**config.mk**
```make
export PLATFORM = sky130hd
export DESIGN_NAME = ir_capture_rx
export DESIGN_NICKNAME = d
export VERILOG_FILES = /design/src/rtl/ir_cap_pkg.sv /design/src/rtl/ir_cap_sync.sv /design/src/rtl/ir_cap_meter.sv /design/src/rtl/ir_cap_fifo.sv /design/src/rtl/ir_capture_rx.sv
export SDC_FILE = /design/constraint.sdc
export NUM_CORES = 1
export LEC_CHECK = 0
export BUFFER_PORTS_ARGS = -buffer_cell sky130_fd_sc_hd__buf_2
export CAP_MARGIN = 10
export CORE_ASPECT_RATIO = 1.75
export CORE_MARGIN = 3
export CORE_UTILIZATION = 60
export DETAILED_ROUTE_END_ITERATION = 7
export PLACE_DENSITY = 0.77
export SETUP_SLACK_MARGIN = 0.1
export SYNTH_ARGS = -nofsm -noshare
export SYNTH_HDL_FRONTEND = slang
export SYNTH_SLANG_ARGS = --single-unit
```
**constraint.sdc**
```tcl
create_clock -name clk_i -period 9.7 [get_ports clk_i]
set_clock_uncertainty 0.2 [all_clocks]
set_input_delay 2.91 -clock clk_i [delete_from_list [all_inputs] [get_ports clk_i]]
set_output_delay 2.91 -clock clk_i [all_outputs]
set_load 0.01 [all_outputs]
```
**src/rtl/ir_cap_pkg.sv**
```systemverilog
package ir_cap_pkg;
  localparam int unsigned REG_AW = 6;

  localparam logic [REG_AW-1:0] ADR_ENABLE = 6'h00;
  localparam logic [REG_AW-1:0] ADR_CONFIG = 6'h04;
  localparam logic [REG_AW-1:0] ADR_BUSY   = 6'h1C;
  localparam logic [REG_AW-1:0] ADR_COUNT  = 6'h20;
  localparam logic [REG_AW-1:0] ADR_DATA   = 6'h24;
  localparam logic [REG_AW-1:0] ADR_MASK   = 6'h28;
  localparam logic [REG_AW-1:0] ADR_STATUS = 6'h2C;
  localparam logic [REG_AW-1:0] ADR_CLEAR  = 6'h30;
  localparam logic [REG_AW-1:0] ADR_START  = 6'h34;

  localparam logic [31:0] CFG_RESET = 32'h3E80_0080;

  // event bit order inside status, mask and clear fields
  localparam int unsigned EV_RCV = 0;
  localparam int unsigned EV_TMO = 1;
  localparam int unsigned EV_OVF = 2;

  typedef enum logic [1:0] {
    PH_IDLE = 2'd0,
    PH_LOW  = 2'd1,
    PH_HIGH = 2'd2
  } phase_e;
endpackage

```
**src/rtl/ir_cap_sync.sv**
```systemverilog
module ir_cap_sync #(
  parameter int unsigned STAGES    = 2,
  parameter logic        RESET_VAL = 1'b1
) (
  input  logic clk_i,
  input  logic rst_ni,
  input  logic d_i,
  output logic q_o
);
  logic [STAGES-1:0] chain_q;

  always_ff @(posedge clk_i or negedge rst_ni) begin
    if (!rst_ni) chain_q <= {STAGES{RESET_VAL}};
    else         chain_q <= {chain_q[STAGES-2:0], d_i};
  end

  assign q_o = chain_q[STAGES-1];
endmodule

```
**src/rtl/ir_cap_meter.sv**
```systemverilog
module ir_cap_meter
  import ir_cap_pkg::*;
#(
  parameter int unsigned CNT_W = 16,
  parameter int unsigned PRE_W = 7,
  localparam int unsigned WORD_W = 2 * CNT_W
) (
  input  logic              clk_i,
  input  logic              rst_ni,
  input  logic              active_i,
  input  logic              line_i,
  input  logic [PRE_W-1:0]  presc_i,
  input  logic [CNT_W-1:0]  max_w_i,
  output logic              push_o,
  output logic [WORD_W-1:0] word_o,
  output logic              timeout_o
);
  localparam logic [CNT_W-1:0] CNT_MAX = {CNT_W{1'b1}};

  phase_e            phase_q, phase_d;
  logic              line_d_q;
  logic [PRE_W-1:0]  pre_q;
  logic [CNT_W-1:0]  low_q, low_d, high_q, high_d;
  logic              tick, fall, rise, hit;
  logic [CNT_W-1:0]  low_inc, high_inc;
  logic [CNT_W:0]    width_sum;

  assign fall     = line_d_q & ~line_i;
  assign rise     = ~line_d_q & line_i;
  assign tick     = active_i && (pre_q == presc_i);
  assign low_inc  = (low_q == CNT_MAX) ? low_q : low_q + 1'b1;
  assign high_inc = (high_q == CNT_MAX) ? high_q : high_q + 1'b1;
  assign width_sum = {1'b0, low_q} + {1'b0, high_inc};
  assign hit      = width_sum >= {1'b0, max_w_i};

  always_comb begin
    phase_d   = phase_q;
    low_d     = low_q;
    high_d    = high_q;
    push_o    = 1'b0;
    timeout_o = 1'b0;
    word_o    = {high_q, low_q};
    if (!active_i) begin
      phase_d = PH_IDLE;
      low_d   = '0;
      high_d  = '0;
    end else begin
      unique case (phase_q)
        PH_IDLE: if (fall) begin
          phase_d = PH_LOW;
          low_d   = {{(CNT_W-1){1'b0}}, tick};
        end
        PH_LOW: begin
          if (rise) begin
            phase_d = PH_HIGH;
            high_d  = {{(CNT_W-1){1'b0}}, tick};
          end else if (tick) begin
            low_d = low_inc;
          end
        end
        PH_HIGH: begin
          if (fall) begin
            push_o  = 1'b1;
            phase_d = PH_LOW;
            low_d   = {{(CNT_W-1){1'b0}}, tick};
          end else if (tick) begin
            if (hit) begin
              push_o    = 1'b1;
              timeout_o = 1'b1;
              word_o    = {high_inc, low_q};
              phase_d   = PH_IDLE;
            end else begin
              high_d = high_inc;
            end
          end
        end
        default: phase_d = PH_IDLE;
      endcase
    end
  end

  always_ff @(posedge clk_i or negedge rst_ni) begin
    if (!rst_ni) begin
      phase_q  <= PH_IDLE;
      line_d_q <= 1'b1;
      pre_q    <= '0;
      low_q    <= '0;
      high_q   <= '0;
    end else begin
      phase_q  <= phase_d;
      line_d_q <= line_i;
      pre_q    <= (!active_i || tick) ? '0 : pre_q + 1'b1;
      low_q    <= low_d;
      high_q   <= high_d;
    end
  end

  assert_stop_idles_R3: assert property (@(posedge clk_i) disable iff (!rst_ni)
    !active_i |=> phase_q == PH_IDLE);
  assert_timeout_ends_stream_R6: assert property (@(posedge clk_i) disable iff (!rst_ni)
    timeout_o |=> !push_o && phase_q == PH_IDLE);
endmodule

```
**src/rtl/ir_cap_fifo.sv**
```systemverilog
module ir_cap_fifo #(
  parameter int unsigned WIDTH = 32,
  parameter int unsigned DEPTH = 16,
  localparam int unsigned PTR_W = $clog2(DEPTH),
  localparam int unsigned CNT_W = $clog2(DEPTH + 1)
) (
  input  logic             clk_i,
  input  logic             rst_ni,
  input  logic             push_i,
  input  logic [WIDTH-1:0] data_i,
  input  logic             pop_i,
  output logic [WIDTH-1:0] head_o,
  output logic [CNT_W-1:0] count_o,
  output logic             accept_o,
  output logic             drop_o,
  output logic             pop_ok_o
);
  localparam logic [CNT_W-1:0] FULL_CNT = CNT_W'(DEPTH);
  localparam logic [PTR_W-1:0] LAST_PTR = PTR_W'(DEPTH - 1);

  logic [WIDTH-1:0] mem_q [DEPTH];
  logic [PTR_W-1:0] wr_ptr_q, rd_ptr_q;
  logic [CNT_W-1:0] count_q;
  logic             full, empty;

  assign full     = count_q == FULL_CNT;
  assign empty    = count_q == '0;
  assign pop_ok_o = pop_i && !empty;
  assign accept_o = push_i && (!full || pop_ok_o);
  assign drop_o   = push_i && !accept_o;
  assign head_o   = empty ? '0 : mem_q[rd_ptr_q];
  assign count_o  = count_q;

  always_ff @(posedge clk_i) begin
    if (accept_o) mem_q[wr_ptr_q] <= data_i;
  end

  always_ff @(posedge clk_i or negedge rst_ni) begin
    if (!rst_ni) begin
      wr_ptr_q <= '0;
      rd_ptr_q <= '0;
      count_q  <= '0;
    end else begin
      if (accept_o) wr_ptr_q <= (wr_ptr_q == LAST_PTR) ? '0 : wr_ptr_q + 1'b1;
      if (pop_ok_o) rd_ptr_q <= (rd_ptr_q == LAST_PTR) ? '0 : rd_ptr_q + 1'b1;
      count_q <= count_q + CNT_W'(accept_o) - CNT_W'(pop_ok_o);
    end
  end

  assert_count_bound_R7: assert property (@(posedge clk_i) disable iff (!rst_ni)
    count_o <= FULL_CNT);
  assert_drop_keeps_full_R8: assert property (@(posedge clk_i) disable iff (!rst_ni)
    (push_i && full && !pop_i) |=> count_o == FULL_CNT);
  assert_empty_read_R7: assert property (@(posedge clk_i) disable iff (!rst_ni)
    (pop_i && empty && !push_i) |=> count_o == '0);
endmodule

```
**src/rtl/ir_capture_rx.sv**
```systemverilog
module ir_capture_rx
  import ir_cap_pkg::*;
#(
  parameter int unsigned DEPTH       = 16,
  parameter int unsigned BUSY_CYCLES = 4,
  parameter int unsigned ADDR_W      = REG_AW
) (
  input  logic              clk_i,
  input  logic              rst_ni,
  input  logic              ir_i,
  input  logic [ADDR_W-1:0] addr_i,
  input  logic              wr_i,
  input  logic              rd_i,
  input  logic [31:0]       wdata_i,
  output logic [31:0]       rdata_o,
  output logic              irq_o
);
  localparam int unsigned CNT_W  = $clog2(DEPTH + 1);
  localparam int unsigned BUSY_W = $clog2(BUSY_CYCLES + 1);
  localparam int unsigned SYM_W  = 16;

  logic              en_q, run_q;
  logic [31:0]       cfg_q;
  logic [2:0]        mask_q, st_q, st_set, st_clr;
  logic [BUSY_W-1:0] busy_q;
  logic              active, line_s;
  logic              sym_push, sym_tmo;
  logic [2*SYM_W-1:0] sym_word, head;
  logic [CNT_W-1:0]  count;
  logic              accept, drop, pop_ok, pop_req, rcv_set;
  logic [CNT_W:0]    count_after;
  logic [6:0]        rcv_thr;
  logic              wr_en, wr_cfg, wr_mask, wr_clr, wr_start;

  assign wr_en    = wr_i && addr_i == ADDR_W'(ADR_ENABLE);
  assign wr_cfg   = wr_i && addr_i == ADDR_W'(ADR_CONFIG);
  assign wr_mask  = wr_i && addr_i == ADDR_W'(ADR_MASK);
  assign wr_clr   = wr_i && addr_i == ADDR_W'(ADR_CLEAR);
  assign wr_start = wr_i && addr_i == ADDR_W'(ADR_START);
  assign pop_req  = rd_i && addr_i == ADDR_W'(ADR_DATA);
  assign active   = en_q & run_q;

  ir_cap_sync #(.STAGES(2), .RESET_VAL(1'b1)) u_sync (
    .clk_i (clk_i),
    .rst_ni(rst_ni),
    .d_i   (ir_i),
    .q_o   (line_s)
  );

  ir_cap_meter #(.CNT_W(SYM_W), .PRE_W(7)) u_meter (
    .clk_i    (clk_i),
    .rst_ni   (rst_ni),
    .active_i (active),
    .line_i   (line_s),
    .presc_i  (cfg_q[6:0]),
    .max_w_i  (cfg_q[31:16]),
    .push_o   (sym_push),
    .word_o   (sym_word),
    .timeout_o(sym_tmo)
  );

  ir_cap_fifo #(.WIDTH(2*SYM_W), .DEPTH(DEPTH)) u_fifo (
    .clk_i   (clk_i),
    .rst_ni  (rst_ni),
    .push_i  (sym_push),
    .data_i  (sym_word),
    .pop_i   (pop_req),
    .head_o  (head),
    .count_o (count),
    .accept_o(accept),
    .drop_o  (drop),
    .pop_ok_o(pop_ok)
  );

  // occupancy after this edge decides the received event
  assign count_after = {1'b0, count} + (CNT_W+1)'(accept) - (CNT_W+1)'(pop_ok);
  assign rcv_thr     = {1'b0, cfg_q[13:8]} + 7'd1;
  assign rcv_set     = accept && (32'(count_after) >= 32'(rcv_thr));

  always_comb begin
    st_set         = '0;
    st_set[EV_RCV] = rcv_set;
    st_set[EV_TMO] = sym_tmo;
    st_set[EV_OVF] = drop;
    st_clr         = wr_clr ? wdata_i[18:16] : 3'b000;
  end

  always_ff @(posedge clk_i or negedge rst_ni) begin
    if (!rst_ni) begin
      en_q   <= 1'b0;
      run_q  <= 1'b0;
      cfg_q  <= CFG_RESET;
      mask_q <= 3'b111;
      st_q   <= '0;
      busy_q <= '0;
    end else begin
      st_q <= st_set | (st_q & ~st_clr);
      if (wr_en) begin
        en_q <= wdata_i[0];
        if (!wdata_i[0]) run_q <= 1'b0;
      end
      if (wr_start) run_q <= en_q;
      if (wr_cfg)   cfg_q <= wdata_i;
      if (wr_mask)  mask_q <= wdata_i[10:8];
      if (wr_en && wdata_i[0] && !en_q) busy_q <= BUSY_W'(BUSY_CYCLES);
      else if (busy_q != '0)            busy_q <= busy_q - 1'b1;
    end
  end

  assign irq_o = |(st_q & ~mask_q);

  always_comb begin
    rdata_o = '0;
    unique case (addr_i)
      ADDR_W'(ADR_ENABLE): rdata_o = {31'b0, en_q};
      ADDR_W'(ADR_CONFIG): rdata_o = cfg_q;
      ADDR_W'(ADR_BUSY):   rdata_o = {31'b0, busy_q != '0};
      ADDR_W'(ADR_COUNT):  rdata_o = 32'(count);
      ADDR_W'(ADR_DATA):   rdata_o = head;
      ADDR_W'(ADR_MASK):   rdata_o = {21'b0, mask_q, 8'b0};
      ADDR_W'(ADR_STATUS): rdata_o = {5'b0, st_q & ~mask_q, 13'b0, st_q, 8'b0};
      default:             rdata_o = '0;
    endcase
  end

  assert_busy_on_enable_R2: assert property (@(posedge clk_i) disable iff (!rst_ni)
    $rose(en_q) |-> busy_q != '0);
  assert_ovf_sticky_R11: assert property (@(posedge clk_i) disable iff (!rst_ni)
    (st_q[EV_OVF] && !(wr_clr && wdata_i[18])) |=> st_q[EV_OVF]);
  assert_set_beats_clear_R11: assert property (@(posedge clk_i) disable iff (!rst_ni)
    drop |=> st_q[EV_OVF]);
  assert_mask_all_quiet_R10: assert property (@(posedge clk_i) disable iff (!rst_ni)
    (mask_q == 3'b111) |-> !irq_o);
endmodule

```
**Word level (Yosys, flattened, before mapping)**

Memory sizes are Yosys's and may differ from the RTL's.
Index checks and enable logic that the tools add are counted.
Widths: inputs -> output; s select.

- Register bits: 100
- Bits in writable memories: 512
- Bits of input ports: 43
- Output and inout port bits: 33
- Logic and storage cells: 148
- Memories kept: 1

Memory list:

| memory | depth | width | read ports | clocked after Yosys merged registers in | write ports | line | RTL |
|---|---|---|---|---|---|---|---|
| u_fifo.mem_q | 16 | 32 | 1 | 0 | 1 | ir_cap_fifo.sv:21 | `logic [WIDTH-1:0] mem_q [DEPTH];` |

- $add $sub $neg: 12
- Order comparisons: 2
- Equality and inequality tests: 30
- Muxes and demuxes: 46
- Bitwise operators: 10
- Reduce and logical (&&, ||, !) cells: 32

Operators with widths:

| cell | count |
|---|---|
| $pmux 32 s7 | 1 |
| $mux 32 | 6 |
| $mux 16 | 11 |
| $pmux 16 s2 | 2 |
| $eq 6x6->1 const B | 6 |
| $ne 3x3->1 const B | 11 |
| $add 16x1->16 const B | 2 |
| $eq 16x16->1 const B | 2 |
| $add 16x16->17 | 1 |
| $ge 17x16->1 | 1 |
| $logic_and 1x1->1 | 13 |
| $mux 1 | 13 |
| $mux 2 | 6 |
| $reduce_and 5->1 | 2 |
| $mux 3 | 3 |
| $add 4x1->4 const B | 2 |
| $eq 4x4->1 const B | 2 |
| $mux 4 | 2 |
| $ne 4x4->1 const B | 2 |
| $add 6x1->7 const B | 1 |
| $add 7x1->7 const B | 1 |
| $eq 7x7->1 | 1 |
| $ge 6x7->1 | 1 |
| $mux 7 | 1 |
| 28 further kinds | 39 |

**Logic depth before layout (Yosys ltp)**

Gate-level depths: netlist (run 1).

- Depth in word-level cells: 15
- Depth in mapped cells: 36
- Mapped depth without buffers: 33

**Cells and area by module**

From an unflattened synthesis (run 1), not the netlist that was laid out.

- Cells, all modules: 1,641
- Area total of the unflattened synthesis: 26,913.3 µm²

By module, submodules not included:

| module | instances | cells an instance | area each (µm²) | sequential area each (µm²) |
|---|---|---|---|---|
| ir_cap_fifo | 1 | 909 | 20,347.0 | 15,700.1 |
| ir_cap_meter | 1 | 493 | 3,906.2 | 1,052.3 |
| ir_capture_rx | 1 | 237 | 2,607.5 | 1,088.5 |
| ir_cap_sync | 1 | 2 | 52.6 | 52.6 |

**Worst setup path before layout (run 1)**

Ideal clock, no wire load.

- Path kind: flip-flop to flip-flop
- Start point: reg u_meter.high_q[5]
- End point: reg st_q[0]
- Setup time: 0.122 ns
- Arrival time: 7.422 ns
- Data required time: 9.378 ns
- Slack: 1.956 ns
- Stages on the path, launching flop included: 34
- Path buffers: 2
- Period minus slack after synthesis: 7.744 ns
- Path through: dfrtp_1 and4_1 and4_1 nand4_1 and2_1 clkbuf_1 nand2_1 xnor2_1 ha_1 a2111o_1 or2_2 a311o_1 a2111oi_2 nor2_1 xor2_1 ha_1 nand4_1 nor4_1 a2111oi_0 o311ai_2 o31ai_2 a21oi_2 buf_2 ha_1 inv_1 fa_1 inv_1 ha_1 a21o_1 a21o_1 a21o_1 a21o_1 a21o_1 a32o_1

- Cells in the longest elaborated chain, start to end: 15
- Elaborated cells on any way between the ends: 16
- Classes of those cells: 4 x add/sub; 2 x order compare; 1 x eq/ne; 6 x mux; 1 x bitwise; 2 x reduce/logical

RTL lines:

| item | line | RTL |
|---|---|---|
| start: declaration | ir_cap_meter.sv:23 | `logic [CNT_W-1:0] low_q, low_d, high_q, high_d;` |
| start signal: assignment | ir_cap_meter.sv:94 | `high_q <= high_d;` |
| $add 16x1->16 or $eq 16x16->1 (tied branches) | ir_cap_meter.sv:32 | `assign high_inc = (high_q == CNT_MAX) ? high_q : high_q + 1'b1;` |
| $mux 16 * | ir_cap_meter.sv:32 |  |
| $add 16x16->17 * | ir_cap_meter.sv:33 | `assign width_sum = {1'b0, low_q} + {1'b0, high_inc};` |
| $ge 17x16->1 * | ir_cap_meter.sv:34 | `assign hit = width_sum >= {1'b0, max_w_i};` |
| $mux 1 * | ir_cap_meter.sv:67 | `if (hit) begin` |
| $mux 1 * | ir_cap_meter.sv:66 | `end else if (tick) begin` |
| $mux 1 * | ir_cap_meter.sv:62 | `if (fall) begin` |
| $mux 1 * | ir_cap_meter.sv:48 | `unique case (phase_q)` |
| $mux 1 * | ir_cap_meter.sv:43 | `if (!active_i) begin` |
| $logic_and 1x1->1 * | ir_cap_fifo.sv:29 | `assign accept_o = push_i && (!full \|\| pop_ok_o);` |
| net accept | ir_capture_rx.sv:30 | `logic accept, drop, pop_ok, pop_req, rcv_set;` |
| $add 5x1->6 * | ir_capture_rx.sv:76 | `assign count_after = {1'b0, count} + (CNT_W+1)'(accept) - (CNT_W+1)'(pop_ok);` |
| $sub 6x1->6 * | ir_capture_rx.sv:76 |  |
| net count_after[1] | ir_capture_rx.sv:31 | `logic [CNT_W:0] count_after;` |
| $ge 6x7->1 * | ir_capture_rx.sv:78 | `assign rcv_set = accept && (32'(count_after) >= 32'(rcv_thr));` |
| $logic_and 1x1->1 * | ir_capture_rx.sv:78 |  |
| $or 3x3->3 * | ir_capture_rx.sv:97 | `st_q <= st_set \| (st_q & ~st_clr);` |
| end signal: assignment | ir_capture_rx.sv:97 |  |
| end: declaration | ir_capture_rx.sv:24 | `logic [2:0] mask_q, st_q, st_set, st_clr;` |

The timed path passes the listed nets; every way through them passes the cells marked *.
A chain may end at the register's enable or synchronous reset.

**Worst setup path after layout (run 1)**

- Start point: reg u_meter.high_q[5]
- End point: reg st_q[0]

- Cells in the longest elaborated chain, start to end: 15
- Elaborated cells on any way between the ends: 16
- Classes of those cells: 4 x add/sub; 2 x order compare; 1 x eq/ne; 6 x mux; 1 x bitwise; 2 x reduce/logical

RTL lines:

| item | line |
|---|---|
| $add 16x1->16 or $eq 16x16->1 (tied branches) | ir_cap_meter.sv:32 |
| $mux 16 * | ir_cap_meter.sv:32 |
| $add 16x16->17 * | ir_cap_meter.sv:33 |
| $ge 17x16->1 * | ir_cap_meter.sv:34 |
| $mux 1 * | ir_cap_meter.sv:67 |
| $mux 1 * | ir_cap_meter.sv:66 |
| $mux 1 * | ir_cap_meter.sv:62 |
| $mux 1 * | ir_cap_meter.sv:48 |
| $mux 1 * | ir_cap_meter.sv:43 |
| $logic_and 1x1->1 * | ir_cap_fifo.sv:29 |
| $add 5x1->6 * | ir_capture_rx.sv:76 |
| $sub 6x1->6 * | ir_capture_rx.sv:76 |
| net count_after[1] | ir_capture_rx.sv:31 |
| $ge 6x7->1 * | ir_capture_rx.sv:78 |
| $logic_and 1x1->1 * | ir_capture_rx.sv:78 |
| $or 3x3->3 * | ir_capture_rx.sv:97 |

Marked as above.

==> impl_metrics.json, run 1 <==
{
  "status": "finished, final reports clean",
  "arrival_ns": 9.17,
  "cts_hold_buf": 0,
  "tns_ns": 0,
  "drc_errors": 0,
  "dr.pass1.iters": 8,
  "max_stage_delay_ns": 0.47,
  "multiInputGateArea_um2": 8100,
  "die_x_um": 165,
  "drive_gt1_share_pct": 26.7,
  "power_switching_mw": 1.21,
  "slew_headroom_pct": 23.2,
  "syn_area_um2": 26600,
  "htree_levels": 2,
  "setup_viol": 0,
  "post-route-period-util_pct": 91.6,
  "synthToLayoutAreaGrowth_pct": 10.8,
  "grt_max_degree": 133,
  "grt_pass1_vias": 15300,
  "pwr-share-comb_pct": 8.6,
  "yosysTopAreaCell": "edfxtp_1",
  "cts_root_buffer": "clkbuf_16",
  "worstPathMaxFanout": 17,
  "power_mw": 5.51,
  "via_count": 14800,
  "ys_ff_latch": 612,
  "fmax_ghz": 0.112,
  "synth_most_common_cell": "edfxtp_1",
  "synth-edff-count": 512,
  "rsz0062_at_grt": "false",
  "cts_setup_buffers": 0,
  "regArea_um2": 17900,
  "viasPerCell": 6.55,
  "synth-seq-area-share_pct": 67.3,
  "required_ns": 9.98,
  "leakage_nw": 11.2,
  "async_reset_ff_share_pct": 16.3,
  "power.share.clock_pct": 38.5,
  "gp_congestion": 0.918,
  "reg2reg_slack_ns": 0.81,
  "yosysUniqueCellTypes": 74,
  "routedWlPerCell_um": 28.7,
  "core-area_um2": 43600,
  "nets": 1754,
  "hpwl_um": 40300,
  "report.final.slew_viol_count": 0,
  "die_h_um": 284,
  "powerDensity_nw_per_um2": 187,
  "grtUsageTotal_pct": 28.4,
  "finalCriticalPeriod_ns": 8.89,
  "swShare_pct": 21.9,
  "avgSynthCellArea_um2": 17.1,
  "peakVddDrop_v": 0.000158,
  "syn-num-nets": 1659,
  "worstSetupEndpointType": "flop",
  "synth_warnings": 0,
  "synth_top_area_share_pct": 57.8,
  "netlist_top_cells_area": "edfxtp_1 (58%), mux4_2 (14%), dfrtp_1 (8.2%)",
  "ys.flop_type": "edfxtp_1",
  "syn_inst": 1557,
  "critPathKind": "flop to flop",
  "tightestPinTransition_ns": 1.15,
  "cts.sinks": 612,
  "die_area_um2": 47000,
  "final_antenna_net_count": 0,
  "cts_tree": "built",
  "cts_resized": 0,
  "start_util_pct": 61.0,
  "totalWireLength_um": 65000,
  "cp_slowest_cell": "dfrtp_1",
  "cp_common_cell": "a21o_1",
  "crit_path_start_kind": "flop",
  "clockBufferDepth": 3,
  "nFillCells": 2776,
  "hold_viol": 0,
  "clk_latency_ns": 0.58,
  "io_buffers": 75,
  "antenna_found_initial": 5,
  "internal_power_mw": 4.30,
  "cts.clk_slew.worst_paths_ns": 0.07,
  "hold_path.class": "flop to flop",
  "grt_overflow": 0,
  "cts_buffers": 51,
  "ys_top_cells_by_count": "edfxtp_1 (512), mux4_2 (160), inv_1 (91)",
  "cap_violations": 0,
  "grt_pass1_wl_um": 96600,
  "io_pins": 76,
  "core.rowCount": 101,
  "pwr-share-seq_pct": 52.9,
  "drtIter0Drc": 1518
}
## stage by stage
step / hold slack [ns] / worst slack [ns] / instances / cell area [um2] / utilization (%)
global route: 0.167 / 0.381 / 2264 / 29500 / 67.6
finish: 0.161 / 0.810 / 2265 / 29500 / 67.6
CTS: 0.163 / 0.902 / 2255 / 29400 / 67.4
detailed placement: 0.149 / 0.992 / 2160 / 27700 / 63.5
floorplan: 0.145 / 1.96 / 1557 / 26600 / -
global placement: 0.152 / 1.19 / 2160 / 27700 / 63.5
## power by group through the flow
stage | clock [mW] | combinational [mW] | sequential, mW
6_report | 2.12 | 0.473 | 2.92
3_5_place_dp | 0 | 0.474 | 2.97
4_1_cts | 2.15 | 0.477 | 2.92
3_3_place_gp | 0 | 0.467 | 2.97
5_1_grt | 2.25 | 0.517 | 2.92
2_1_floorplan | 0 | 0.390 | 2.93
## state kept, by name, summed over array words and instances (netlist names)
| signal | flops |
|---|---|
| st_q | 3 |
| u_meter.phase_q | 2 |
| u_sync.chain_q | 2 |
| busy_q | 3 |
| u_fifo.count_o | 5 |
| u_fifo.wr_ptr_q | 4 |
| u_fifo.rd_ptr_q | 4 |
| mask_q | 3 |
| en_q | 1 |
| u_fifo.mem_q | 512 |
| u_meter.high_q | 16 |
| u_meter.line_d_q | 1 |
| u_meter.pre_q | 7 |
| u_meter.low_q | 16 |
| cfg_q | 32 |
| run_q | 1 |
## path summary, 6_finish.rpt
kind | startpoint | to | cells past startpoint
max | u_meter.high_q[5]$_DFFE_PN0P_ | st_q[0]$_DFF_PN0_ | 31
min | u_sync.chain_q[0]$_DFF_PN1_ | u_sync.chain_q[1]$_DFF_PN1_ | 0
max reg2reg | u_meter.high_q[5]$_DFFE_PN0P_ | st_q[0]$_DFF_PN0_ | 31
min reg2reg | u_sync.chain_q[0]$_DFF_PN1_ | u_sync.chain_q[1]$_DFF_PN1_ | 0
max in group asynchronous | rst_ni | u_fifo.rd_ptr_q[1]$_DFFE_PN0P_ | 2
min in group asynchronous | rst_ni | cfg_q[14]$_DFFE_PN0P_ | 1
## worst max-delay path: cells and delay by family (launching register included)
family	cells	cell delay [ns]
XOR/XNOR	1	0.13
flip-flops	1	0.47
AO/OA/AOI/OAI	13	3.88
buffers and inverters	2	0.16
AND/OR/NAND/NOR	10	2.41
adder cells (fa/ha/maj)	5	1.53
## per-layer routing
layer	track usage, %	vias up	wire, um
met1	35.9	7696	23400
met5	0	-	0
met4	12.9	0	3160
met2	48.0	674	34000
li1	-	6305	-
met3	4.49	158	4420
## cell usage in the layout, fill, tap and decap left out, drive strengths merged, types with 4 or more instances in the layout
cell type	instances
nor2	62
o211ai	4
o221ai	7
bufinv	7
a22oi	6
nand4	17
and2	14
buf	109
xnor2	31
a21o	11
nor3	8
o31ai	6
ha	57
clkinv	15
xor2	24
or2	8
a211oi	9
o21bai	5
nor4	7
nand2	78
edfxtp	512
clkbuf	68
a21oi	34
nand3	28
and3	22
o21ai	65
inv	95
a31oi	4
nand2b	10
mux2i	8
mux4	160
or3	6
mux2	48
diode	5
a211o	4
dfrtp	87
dfstp	13
## kinds of logic (layout without fill, tap and decap cells)
kind of cell	count (synthesis)	count (layout)	synth area share (%)
flip-flops	612	612	67.3
multiplexers	216	216	15.9
buffers and inverters	158	295	2.33
adder cells (fa/ha/maj)	59	59	2.83
AND/OR/NAND/NOR	274	274	5.11
XOR/XNOR	55	55	1.81
AO/OA/AOI/OAI	183	183	4.74
other	0	5	0
## layout make-up
type                    instances  share of cell area (%)
diodes                          5                  0.0425
clock buffers                  68                    4.72
clock inverters                27                    1.15
inverters                      91                    1.16
multi-input cells             787                    27.5
flip-flops and latches        612                    60.8
well taps                     566                    2.40
repair buffers                109                    2.23
No activity file was read; power rests on OpenSTA's default activity.
==> run 2: changes to the inputs <==
Settings changed: GPL_TIMING_DRIVEN from default to 0.
==> run 2 against run 1 <==
Net effect: clock-buffer cell count increased by 2; setup slack lost 0.10 ns; sequential power barely moved; final area up 1.1%; maximum frequency down 1.1%; worst hold slack got worse by 0.0097 ns; critical endpoint unchanged; highest routed layer is now met5.
==> impl_metrics.json, run 2 (synthesis gave the netlist of run 1 again) <==
{
  "slew_headroom_pct": 15.3,
  "final_common_cell": "edfxtp_1",
  "worstSetupEndpointType": "flop",
  "top_register": "u_fifo.mem_q",
  "via_count": 15300,
  "clockBufferDepth": 3,
  "cts.clk_slew.worst_paths_ns": 0.07,
  "grt_overflow": 0,
  "utilization_pct": 68.3,
  "cts.sinks": 612,
  "cap_violations": 0,
  "nets": 1812,
  "report.final.slew_viol_count": 0,
  "peakVddDrop_v": 0.000179,
  "die_h_um": 284,
  "powerDensity_nw_per_um2": 185,
  "rsz0062_at_grt": "false",
  "hold_path.class": "flop to flop",
  "die_area_um2": 47000,
  "cp.depth": 33,
  "hold_viol": 0,
  "antenna_found_initial": 2,
  "io_buffers": 74,
  "whs_path_depth": 0,
  "finalCriticalPeriod_ns": 8.99,
  "io_pins": 76,
  "tightestPinTransition_ns": 1.27,
  "leakage_nw": 11.2,
  "totalWireLength_um": 71200,
  "layout_common_cells": "edfxtp_1 (512), mux4_2 (160), inv_1 (91), buf_2 (89), dfrtp_1 (87)",
  "drive_gt1_share_pct": 25.5,
  "largest_reg_flops": 512,
  "synthToLayoutAreaGrowth_pct": 12.0,
  "critPathTopFamily": "compound AO/OA/AOI/OAI gates",
  "max_stage_delay_ns": 0.52,
  "core.rowCount": 101,
  "cp_slowest_cell": "o31ai_2",
  "grt_pass1_wl_um": 105000,
  "arrival_ns": 9.28,
  "cp_common_cell": "a21o_1",
  "tns_ns": 0,
  "nFillCells": 2834,
  "drtIter0Drc": 1767,
  "grt_pass1_vias": 16100,
  "crit_path_start_kind": "flop",
  "setup_viol": 0,
  "post_dp_cell_area_um2": 28000,
  "routedWlPerCell_um": 30.7,
  "worstPathMaxFanout": 10,
  "hpwl_um": 47900,
  "drc_errors": 0,
  "top_regs": "u_fifo.mem_q x512, cfg_q x32",
  "gp_congestion": 0.966,
  "cts_buffers": 53,
  "status": "finished, final reports clean",
  "grt_max_degree": 55,
  "reg2reg_depth": 33,
  "htree_levels": 2,
  "stdcell_area_um2": 29800,
  "viasPerCell": 6.60,
  "die_x_um": 165,
  "cts_tree": "built",
  "core-area_um2": 43600,
  "critPathBufInv": 4,
  "final_antenna_net_count": 0,
  "post-route-period-util_pct": 92.7,
  "clk_latency_ns": 0.59,
  "grtUsageTotal_pct": 31.2,
  "cts_root_buffer": "clkbuf_16",
  "critPathKind": "flop to flop",
  "start_util_pct": 61.0,
  "fmax_ghz": 0.111,
  "required_ns": 9.98,
  "cts_setup_buffers": 0,
  "dr.pass1.iters": 6
}
[run 2: routing by layer]
metal	wire length, um	track usage [%]	up-vias
met5	13	0	-
met2	36600	52.6	852
met3	5010	4.80	243
met4	5050	18.4	2
met1	24500	37.8	7789
li1	-	-	6410
[run 2: area by class of cell]
cell class | instances | area (um2) | share of cell area (%)
clock buffer | 70 | 1430 | 4.81
antenna | 1 | 2.50 | 0.00840
tap | 566 | 708 | 2.38
sequential | 612 | 17900 | 60.1
multi-input combinational | 787 | 8110 | 27.2
clock inverter | 26 | 236 | 0.794
inverter | 91 | 342 | 1.15
timing repair buffer | 98 | 773 | 2.60
buffer | 67 | 279 | 0.937
[run 2: timing repair]
item                       CTS  global route
setup endpoints to repair    0             1
gates resized for setup      0             2
hold buffers                 0             0
[run 2: where the power goes]
part	total [mW]	leakage (nW)	switching [mW]	internal [mW]
Clock	2.08	0.800	0.937	1.15
Combinational	0.542	3.61	0.292	0.250
Sequential	2.90	6.84	0.0429	2.86
[run 2: through the flow]
step           power, mW  hold WS, ns  worst slack [ns]  instances
3_3_place_gp        3.48        0.147             0.743       2197
4_1_cts             5.55        0.149             0.474       2310
3_5_place_dp        3.49        0.148             0.545       2214
5_1_grt             5.69        0.153             0.166       2318
6_report            5.52        0.151             0.709       2318
2_1_floorplan       3.32        0.145              1.96       1557
[run 2: path summary, 6_finish.rpt]
check	start	end	slack, ns
min reg2reg	u_sync.chain_q[0]$_DFF_PN1_	u_sync.chain_q[1]$_DFF_PN1_	0.15
min	u_sync.chain_q[0]$_DFF_PN1_	u_sync.chain_q[1]$_DFF_PN1_	0.15
min in group asynchronous	rst_ni	u_meter.high_q[12]$_DFFE_PN0P_	2.22
max reg2reg	u_meter.high_q[5]$_DFFE_PN0P_	st_q[0]$_DFF_PN0_	0.71
max	u_meter.high_q[5]$_DFFE_PN0P_	st_q[0]$_DFF_PN0_	0.71
max in group asynchronous	rst_ni	u_meter.line_d_q$_DFF_PN1_	6.30
[run 2: worst register-to-register path: cells and delay by family (launching register included)]
family / cells / cell delay, ns
flip-flops: 1 / 0.46
adder cells (fa/ha/maj): 5 / 1.50
AND/OR/NAND/NOR: 10 / 2.08
AO/OA/AOI/OAI: 13 / 3.93
buffers and inverters: 4 / 0.59
XOR/XNOR: 1 / 0.13
